`src/rtl/scan_tap_pkg.sv`:
```
package scan_tap_pkg;

    localparam int OPC_W = 10;

    localparam logic [OPC_W-1:0] OPC_EXTEST  = 10'b0000000000;
    localparam logic [OPC_W-1:0] OPC_SAMPLE  = 10'b0001010101;
    localparam logic [OPC_W-1:0] OPC_BYPASS  = 10'b1111111111;
    localparam logic [OPC_W-1:0] OPC_IDENT   = 10'b0000000110;
    localparam logic [OPC_W-1:0] OPC_USER    = 10'b0000000111;
    localparam logic [OPC_W-1:0] IR_CAP_PAT  = 10'b0000000001;

    typedef enum logic [3:0] {
        ST_RESET, ST_IDLE,
        ST_DR_SEL, ST_DR_CAP, ST_DR_SHIFT, ST_DR_EX1, ST_DR_PAUSE, ST_DR_EX2, ST_DR_UPD,
        ST_IR_SEL, ST_IR_CAP, ST_IR_SHIFT, ST_IR_EX1, ST_IR_PAUSE, ST_IR_EX2, ST_IR_UPD
    } tap_state_t;

    typedef enum logic [2:0] {
        INS_EXTEST, INS_SAMPLE, INS_BYPASS, INS_IDENT, INS_USER
    } instr_t;

    function automatic tap_state_t tap_next(input tap_state_t s, input logic m);
        case (s)
            ST_RESET:    return m ? ST_RESET   : ST_IDLE;
            ST_IDLE:     return m ? ST_DR_SEL  : ST_IDLE;
            ST_DR_SEL:   return m ? ST_IR_SEL  : ST_DR_CAP;
            ST_DR_CAP:   return m ? ST_DR_EX1  : ST_DR_SHIFT;
            ST_DR_SHIFT: return m ? ST_DR_EX1  : ST_DR_SHIFT;
            ST_DR_EX1:   return m ? ST_DR_UPD  : ST_DR_PAUSE;
            ST_DR_PAUSE: return m ? ST_DR_EX2  : ST_DR_PAUSE;
            ST_DR_EX2:   return m ? ST_DR_UPD  : ST_DR_SHIFT;
            ST_DR_UPD:   return m ? ST_DR_SEL  : ST_IDLE;
            ST_IR_SEL:   return m ? ST_RESET   : ST_IR_CAP;
            ST_IR_CAP:   return m ? ST_IR_EX1  : ST_IR_SHIFT;
            ST_IR_SHIFT: return m ? ST_IR_EX1  : ST_IR_SHIFT;
            ST_IR_EX1:   return m ? ST_IR_UPD  : ST_IR_PAUSE;
            ST_IR_PAUSE: return m ? ST_IR_EX2  : ST_IR_PAUSE;
            ST_IR_EX2:   return m ? ST_IR_UPD  : ST_IR_SHIFT;
            ST_IR_UPD:   return m ? ST_DR_SEL  : ST_IDLE;
            default:     return ST_RESET;
        endcase
    endfunction

    function automatic instr_t decode_opc(input logic [OPC_W-1:0] op, input bit has_id);
        if (op == OPC_EXTEST)              return INS_EXTEST;
        if (op == OPC_SAMPLE)              return INS_SAMPLE;
        if (op == OPC_IDENT && has_id)     return INS_IDENT;
        if (op == OPC_USER && has_id)      return INS_USER;
        return INS_BYPASS;
    endfunction

    function automatic logic is_boundary(input instr_t i);
        return (i == INS_EXTEST) || (i == INS_SAMPLE);
    endfunction

endpackage

```
`src/rtl/scan_tap_fsm.sv`:
```
module scan_tap_fsm
    import scan_tap_pkg::*;
(
    input  logic       clk,
    input  logic       rst,
    input  logic       mode_sel,
    output tap_state_t state
);

    localparam int HIGH_RUN = 5;
    localparam int CNT_W    = $clog2(HIGH_RUN + 1);

    always_ff @(posedge clk) begin
        if (rst) state <= ST_RESET;
        else     state <= tap_next(state, mode_sel);
    end

    // consecutive high-mode counter, used only by the check below
    logic [CNT_W-1:0] high_run;
    always_ff @(posedge clk) begin
        if (rst || !mode_sel)                     high_run <= '0;
        else if (high_run != CNT_W'(HIGH_RUN))    high_run <= high_run + 1'b1;
    end

    AST_FIVE_HIGH_RESETS: assert property (@(posedge clk) disable iff (rst)
        (high_run == CNT_W'(HIGH_RUN)) |-> (state == ST_RESET));

endmodule

```
`src/rtl/scan_tap_ir.sv`:
```
module scan_tap_ir
    import scan_tap_pkg::*;
#(
    parameter bit HAS_ID = 1'b1
) (
    input  logic       clk,
    input  logic       rst,
    input  tap_state_t state,
    input  logic       ser_in,
    output logic       ir_lsb,
    output instr_t     active
);

    localparam instr_t RESET_INS = HAS_ID ? INS_IDENT : INS_BYPASS;

    logic [OPC_W-1:0] ir_sr;

    always_ff @(posedge clk) begin
        if (rst)                         ir_sr <= IR_CAP_PAT;
        else if (state == ST_IR_CAP)     ir_sr <= IR_CAP_PAT;
        else if (state == ST_IR_SHIFT)   ir_sr <= {ser_in, ir_sr[OPC_W-1:1]};
    end

    // active instruction moves only on the falling edge
    always_ff @(negedge clk) begin
        if (rst || state == ST_RESET)    active <= RESET_INS;
        else if (state == ST_IR_UPD)     active <= decode_opc(ir_sr, HAS_ID);
    end

    assign ir_lsb = ir_sr[0];

    AST_IR_CAPTURE_PATTERN: assert property (@(posedge clk) disable iff (rst)
        (state == ST_IR_CAP) |=> (ir_sr[1:0] == 2'b01));

    AST_ACTIVE_ONLY_IN_UPDATE: assert property (@(posedge clk) disable iff (rst)
        !(state == ST_IR_UPD || state == ST_RESET) |-> $stable(active));

endmodule

```
`src/rtl/scan_tap_dr.sv`:
```
module scan_tap_dr
    import scan_tap_pkg::*;
#(
    parameter int          ID_W       = 32,
    parameter logic [31:0] ID_VALUE   = 32'h0ACE_5093,
    parameter logic [31:0] USER_VALUE = 32'h5EED_1234
) (
    input  logic       clk,
    input  logic       rst,
    input  tap_state_t state,
    input  instr_t     instr,
    input  logic       ser_in,
    output logic       byp_bit,
    output logic       id_lsb
);

    localparam logic [ID_W-1:0] ID_LOAD   = ID_W'(ID_VALUE);
    localparam logic [ID_W-1:0] USER_LOAD = ID_W'(USER_VALUE);

    logic [ID_W-1:0] id_sr;
    logic            id_sel;

    assign id_sel = (instr == INS_IDENT) || (instr == INS_USER);

    always_ff @(posedge clk) begin
        if (rst) begin
            byp_bit <= 1'b0;
        end else if (instr == INS_BYPASS) begin
            if (state == ST_DR_CAP)        byp_bit <= 1'b0;
            else if (state == ST_DR_SHIFT) byp_bit <= ser_in;
        end
    end

    // one shift register serves both 32-bit values
    always_ff @(posedge clk) begin
        if (rst) begin
            id_sr <= ID_LOAD;
        end else if (id_sel) begin
            if (state == ST_DR_CAP)        id_sr <= (instr == INS_USER) ? USER_LOAD : ID_LOAD;
            else if (state == ST_DR_SHIFT) id_sr <= {ser_in, id_sr[ID_W-1:1]};
        end
    end

    assign id_lsb = id_sr[0];

    AST_BYPASS_CAPTURES_ZERO: assert property (@(posedge clk) disable iff (rst)
        (state == ST_DR_CAP && instr == INS_BYPASS) |=> (byp_bit == 1'b0));

    AST_ID_LOADED: assert property (@(posedge clk) disable iff (rst)
        (state == ST_DR_CAP && instr == INS_IDENT) |=> (id_sr == ID_LOAD));

endmodule

```
`src/rtl/scan_tap.sv`:
```
module scan_tap
    import scan_tap_pkg::*;
#(
    parameter bit          HAS_ID     = 1'b1,
    parameter int          ID_W       = 32,
    parameter logic [31:0] ID_VALUE   = 32'h0ACE_5093,
    parameter logic [31:0] USER_VALUE = 32'h5EED_1234
) (
    input  logic test_clk,
    input  logic test_rst,
    input  logic mode_sel,
    input  logic ser_in,
    input  logic chain_in,
    output logic ser_out,
    output logic ser_oe,
    output logic bnd_capture,
    output logic bnd_shift,
    output logic bnd_update,
    output logic bnd_drive
);

    tap_state_t state;
    instr_t     active;
    logic       ir_lsb, byp_bit, id_lsb;
    logic       in_shift, bnd_sel, next_bit;

    scan_tap_fsm u_fsm (
        .clk(test_clk), .rst(test_rst), .mode_sel(mode_sel), .state(state)
    );

    scan_tap_ir #(.HAS_ID(HAS_ID)) u_ir (
        .clk(test_clk), .rst(test_rst), .state(state), .ser_in(ser_in),
        .ir_lsb(ir_lsb), .active(active)
    );

    scan_tap_dr #(.ID_W(ID_W), .ID_VALUE(ID_VALUE), .USER_VALUE(USER_VALUE)) u_dr (
        .clk(test_clk), .rst(test_rst), .state(state), .instr(active),
        .ser_in(ser_in), .byp_bit(byp_bit), .id_lsb(id_lsb)
    );

    assign in_shift = (state == ST_IR_SHIFT) || (state == ST_DR_SHIFT);
    assign bnd_sel  = is_boundary(active);

    always_comb begin
        if (state == ST_IR_SHIFT) begin
            next_bit = ir_lsb;
        end else begin
            case (active)
                INS_IDENT, INS_USER:    next_bit = id_lsb;
                INS_EXTEST, INS_SAMPLE: next_bit = chain_in;
                default:                next_bit = byp_bit;
            endcase
        end
    end

    always_ff @(negedge test_clk) begin
        if (test_rst) begin
            ser_out    <= 1'b0;
            ser_oe     <= 1'b0;
            bnd_update <= 1'b0;
        end else begin
            ser_oe     <= in_shift;
            bnd_update <= (state == ST_DR_UPD) && bnd_sel;
            if (in_shift) ser_out <= next_bit;
        end
    end

    assign bnd_capture = (state == ST_DR_CAP)   && bnd_sel;
    assign bnd_shift   = (state == ST_DR_SHIFT) && bnd_sel;
    assign bnd_drive   = (active == INS_EXTEST);

    AST_OE_ONLY_IN_SHIFT: assert property (@(posedge test_clk) disable iff (test_rst)
        ser_oe |-> (state == ST_IR_SHIFT || state == ST_DR_SHIFT));

    AST_UPDATE_IN_DR_UPDATE: assert property (@(posedge test_clk) disable iff (test_rst)
        bnd_update |-> (state == ST_DR_UPD));

    AST_STROBES_EXCLUSIVE: assert property (@(posedge test_clk) disable iff (test_rst)
        $onehot0({bnd_capture, bnd_shift, bnd_update}));

endmodule

```
`config.mk`:
```
export PLATFORM = sky130hd
export DESIGN_NAME = scan_tap
export DESIGN_NICKNAME = d
export VERILOG_FILES = /design/src/rtl/scan_tap_pkg.sv /design/src/rtl/scan_tap_fsm.sv /design/src/rtl/scan_tap_ir.sv /design/src/rtl/scan_tap_dr.sv /design/src/rtl/scan_tap.sv
export SDC_FILE = /design/constraint.sdc
export NUM_CORES = 1
export LEC_CHECK = 0
export BUFFER_PORTS_ARGS = -buffer_cell sky130_fd_sc_hd__clkbuf_2
export CORE_ASPECT_RATIO = 1.5
export CORE_MARGIN = 5
export CORE_UTILIZATION = 55
export CTS_BUF_LIST = sky130_fd_sc_hd__clkbuf_16
export DETAILED_ROUTE_END_ITERATION = 8
export PLACE_DENSITY = 0.73
export SLEW_MARGIN = 30
export SYNTH_ARGS = -nofsm -noshare
export SYNTH_HDL_FRONTEND = slang
export SYNTH_SLANG_ARGS = --single-unit
```
`constraint.sdc`:
```
create_clock -name test_clk -period 2.2 [get_ports test_clk]
set_input_delay 0.22 -clock test_clk [delete_from_list [all_inputs] [get_ports test_clk]]
set_output_delay 0.22 -clock test_clk [all_outputs]
set_load 0.005 [all_outputs]
```
## Word-level counts from Yosys, hierarchy flattened

Index checks and enable logic that the tools add are counted.

| operators by class | value |
|---|---|
| reductions and logical operators | 19 |
| equal/unequal tests | 22 |
| mux-type cells | 46 |

Operators by type and width:

| operator | count |
|---|---|
| two-way mux 32 bit | 2 |
| one-hot mux 4 bit (12 select lines) | 1 |
| equality test 4 bit (second input constant) | 8 |
| two-way mux 31 bit | 1 |
| two-way mux 3 bit | 10 |
| two-way mux 1 bit | 24 |
| equality test 10 x 3 -> 1 bit (second input constant) | 2 |
| equality test 4 x 3 -> 1 bit (second input constant) | 4 |
| two-way mux 4 bit | 4 |
| equality test 10 x 7 -> 1 bit (second input constant) | 1 |
| zero test 10 bit | 1 |
| OR reduction 2 bit | 5 |
| equality test 4 x 2 -> 1 bit (second input constant) | 2 |
| equality test 3 x 2 -> 1 bit (second input constant) | 2 |
| two-way mux 2 bit | 3 |
| equality test 4 x 1 -> 1 bit (second input constant) | 1 |
| zero test 4 bit | 1 |
| logical OR 1 bit | 4 |
| AND reduction 2 bit | 2 |
| equality test 3 x 1 -> 1 bit (second input constant) | 1 |
| equality test 3 bit (second input constant) | 1 |
| logical AND 1 bit | 3 |
| zero test 3 bit | 1 |
| OR reduction 3 bit | 1 |
| other kinds (2) | 2 |

| storage, ports and cells | value |
|---|---|
| input port bits | 5 |
| register bits after elaboration | 53 |
| output and inout bits | 6 |
| logic and storage cells | 95 |

## Depth between registers and ports, before layout

| depth | value |
|---|---|
| word-level depth | 20 |
| mapped depth | 7 |
| mapped depth without buffers | 4 |

## Hierarchy

A second synthesis with hierarchy kept.

| second synthesis, totals | value |
|---|---|
| cell total of the unflattened synthesis | 295 |
| area, all modules | 2,572.5 µm² |

Modules (own cells, without submodules):

| module | cells each | area each (µm²) | instances | seq. area each (µm²) |
|---|---|---|---|---|
| scan_tap_dr | 156 | 1,428.9 | 1 | 660.6 |
| scan_tap_ir | 74 | 596.8 | 1 | 260.2 |
| scan_tap_fsm | 39 | 331.6 | 1 | 80.1 |
| scan_tap | 26 | 215.2 | 1 | 60.1 |

==> impl_metrics.yaml <==
status:
  status: "finished, violations left"
  violations: "setup timing"
cts:
  cts_root_buf: "clkbuf_16"
  cts_tree: "built"
  cts_made_buffers: 5
  clk_latency_ps: 370
  clockBufferDepth: 2
  clk_pin_slew_worst_paths_ps: 70
  cts.sinks: 53
  htreeDepth: 2
cells_and_area:
  antenna_cells: 0
  areaGrowthSynthToFinish_pct: 33.5
  layout-drive-gt1-share_pct: 32.2
  fin_nets: 339
logic_synthesis:
  synth-edff-count: 0
  syn-cell-area_sq_um: 2360
  async_reset_ff_share_pct: 0
  yosysSeqAreaShare_pct: 45.0
  synth_ff_type: "dfxtp_1"
  synthCells: 294
  syn_area_per_cell_sq_um: 8.02
  synth.distinct_cells: 47
  synth_seq_cells: 53
  synth_nets: 299
  yosys_warnings: 0
grt:
  grt_pass1_vias: 2201
  track_usage_pct: 20.2
  grt.overflow.total: 0
  met1_usage_pct: 22.4
  top_usage_layer: "met2"
  grt_pass1_wl_microns: 9660
  grt_start_max_net_pins: 41
  antenna_found_initial: 0
  grt_use_met3_pct: 4.49
  grtUsageMet2_pct: 34.7
routing:
  drt-vias-per-instance: 5.86
  wl_per_cell_microns: 15.8
  first_pass_iters: 4
  remaining_drc_errors: 0
  vias: 2232
  drtIter0Drc: 125
  drtAntennaViolNets: 0
  wl_microns: 6020
setup_path:
  cp.buffers_inverters: 1
  r2r-end: "u_dr.id_sr[14]$_SDFFE_PP1P_"
  critical_path.max_stage_delay_ps: 420
  r2r_slack_ps: -520
  critPathSlowestCell: "or3b_4"
  cpLargestDelayFamily: "compound AO/OA/AOI/OAI gates"
  rr_startpoint: "u_ir.active[2]$_SDFFE_NP0P_"
  path_class: "reg -> reg"
  cp_max_fo: 6
  cp_data_arrival_time_ps: 2890
  critPathCaptureType: "register"
  required_ps: 2380
  reg2reg_depth: 5
  setup.worst_path.start_class: "register"
  crit_chain: "or3b_4, a22o_4, clkbuf_16, a21oi_1, o21ai_1"
sta:
  finClkSkew_ps: 85.2
  worstMarginPinSlew_ps: 557
  layout_setup_ws_ps: -517
  fin_setup_tns_ps: -16230
  setup_viol: 41
  final-hold-violation-count: 0
  maxSlewViolCount: 0
  slew-limit-headroom_pct: 62.9
  rsz0062_at_grt: "true"
  worst_hold_slack_ps: 192
die:
  core_area_sq_um: 4210
  die_area_sq_um: 5720
  rows: 29
  die_y_microns: 90.2
  start_util_pct: 56.0
  ios: 11
  die_w_microns: 63.5
placement:
  hpwl_microns: 3440
  portBuffers: 10
  gp_congestion: 0.873
min_path:
  worstHoldStart: "ser_in"
  worst_hold_path.endpoint: "u_ir.ir_sr[9]$_SDFFE_PP0P_"
  hold_path_class: "in -> reg"
  whs_path_depth: 3
pwr:
  power_density_nw_per_um2: 663
  cellLeakagePower_nw: 1.21
  ir_drop_mv: 0.626
run:
  drv_cap: 0
## synthesized netlist by cell type (2+ instances only)
library cell	n	area, sq um
a211oi_1	9	67.6
o22ai_1	2	12.5
clkbuf_1	19	71.3
nand3_1	12	60.1
o21ai_0	9	45.0
or3_1	2	12.5
a21o_1	2	15.0
inv_1	6	22.5
a21oi_1	29	145
dfxtp_1	53	1060
nor3_1	15	75.1
nand4_1	2	12.5
buf_6	4	45.0
nor4b_1	3	26.3
nor4_1	3	18.8
a31oi_1	3	18.8
o21bai_1	8	60.1
nand2_1	46	173
o211ai_1	2	15.0
nor2_1	35	131
nand2b_1	2	12.5
and3_1	2	12.5
nand3b_1	2	15.0
## layout by cell type, fill, tap and decap left out, drive strengths merged, types with 3 or more instances in the layout
cell | synthesis | routed
o21bai | 8 | 8
clkbuf | 19 | 14
nand3 | 12 | 12
o21ai | 9 | 9
inv | 6 | 11
nor2 | 35 | 35
nor4b | 3 | 3
a211oi | 10 | 10
a21oi | 29 | 29
a31oi | 3 | 3
nor4 | 3 | 3
nand2 | 46 | 46
buf | 6 | 45
dfxtp | 53 | 53
nor3 | 15 | 15
## power breakdown
group          leakage [nW]  internal [mW]  total (mW)  switching, mW
Sequential            0.430          0.987        1.01         0.0182
Combinational         0.670         0.0833       0.188          0.105
Clock                 0.114          0.506       0.893          0.388
## per-layer routing
layer  wire length [microns]  vias to the layer above  part of all wire, %
met4                     252                        0                  4.2
met3                     185                       20                  3.1
met5                       0                        -                    0
met2                    3260                       49                   54
li1                        -                     1110                    -
met1                    2320                     1053                   39
## state kept, by name, summed over array words and instances, names as in the netlist
register,cells
u_dr.id_sr,32
u_dr.byp_bit,1
u_fsm.state,4
bnd_update,1
u_ir.ir_sr,10
u_ir.active,3
ser_out,1
ser_oe,1
## timing repair
action                                  in CTS  in global routing
setup buffers                                3                  8
hold endpoints to repair                     0                  0
hold buffers                                 0                  0
cloned                                       1                  1
resized for setup                           37                 23
pin swaps                                   12                 12
endpoints found under the setup margin      41                 42
## worst max path at each step
stage	from	endpoint	slack, ps	depth (start not counted)
after floorplan	u_fsm.state[3]$_SDFF_PP0_	ser_out$_SDFFE_NP0P_	-660	6
after global placement	u_fsm.state[1]$_SDFF_PP0_	ser_out$_SDFFE_NP0P_	-500	4
after detailed placement	u_fsm.state[1]$_SDFF_PP0_	ser_out$_SDFFE_NP0P_	-530	4
after CTS	u_ir.active[1]$_SDFFE_NP1P_	u_dr.id_sr[25]$_SDFFE_PP1P_	-460	5
after global routing	u_ir.active[1]$_SDFFE_NP1P_	u_dr.id_sr[14]$_SDFFE_PP1P_	-550	5
final	u_ir.active[2]$_SDFFE_NP0P_	u_dr.id_sr[14]$_SDFFE_PP1P_	-520	5
## cell families after synthesis
logic type / count (synthesis) / share of synthesized area [%]
AOI/OAI and AO/OA: 78 / 21.9
buffers and inverters: 31 / 6.26
DFF: 53 / 45.0
muxes: 1 / 0.477
and+or+nand+nor: 131 / 26.4
## final cells by class
type | count | area (sq um)
Fill cell | 307 | 1060
Clock buffer | 6 | 150
Inverter | 5 | 18.8
Multi-Input combinational cell | 210 | 1350
Clock inverter | 8 | 36.3
Tap cell | 46 | 57.6
Timing Repair Buffer | 53 | 465
Sequential cell | 53 | 1070
## tightest hold or removal path, delay by kind of cell
kind,cells,cell delay (ps)
buffers and inverters,1,110
AND/OR/NAND/NOR,1,60
AO/OA/AOI/OAI,1,50
## through the flow
stage	cells	power, mW	setup WS, ps	cell area [sq um]	utilization, %
finish	381	2.09	-517	3150	74.8
global placement	356	1.19	-497	2620	62.2
global route	381	2.17	-547	3150	74.8
CTS	373	2.06	-461	3000	71.2
detailed placement	356	1.19	-534	2620	62.2
floorplan	294	1.15	-656	2410	-
Note: power is estimated with default switching activity, not from simulation.
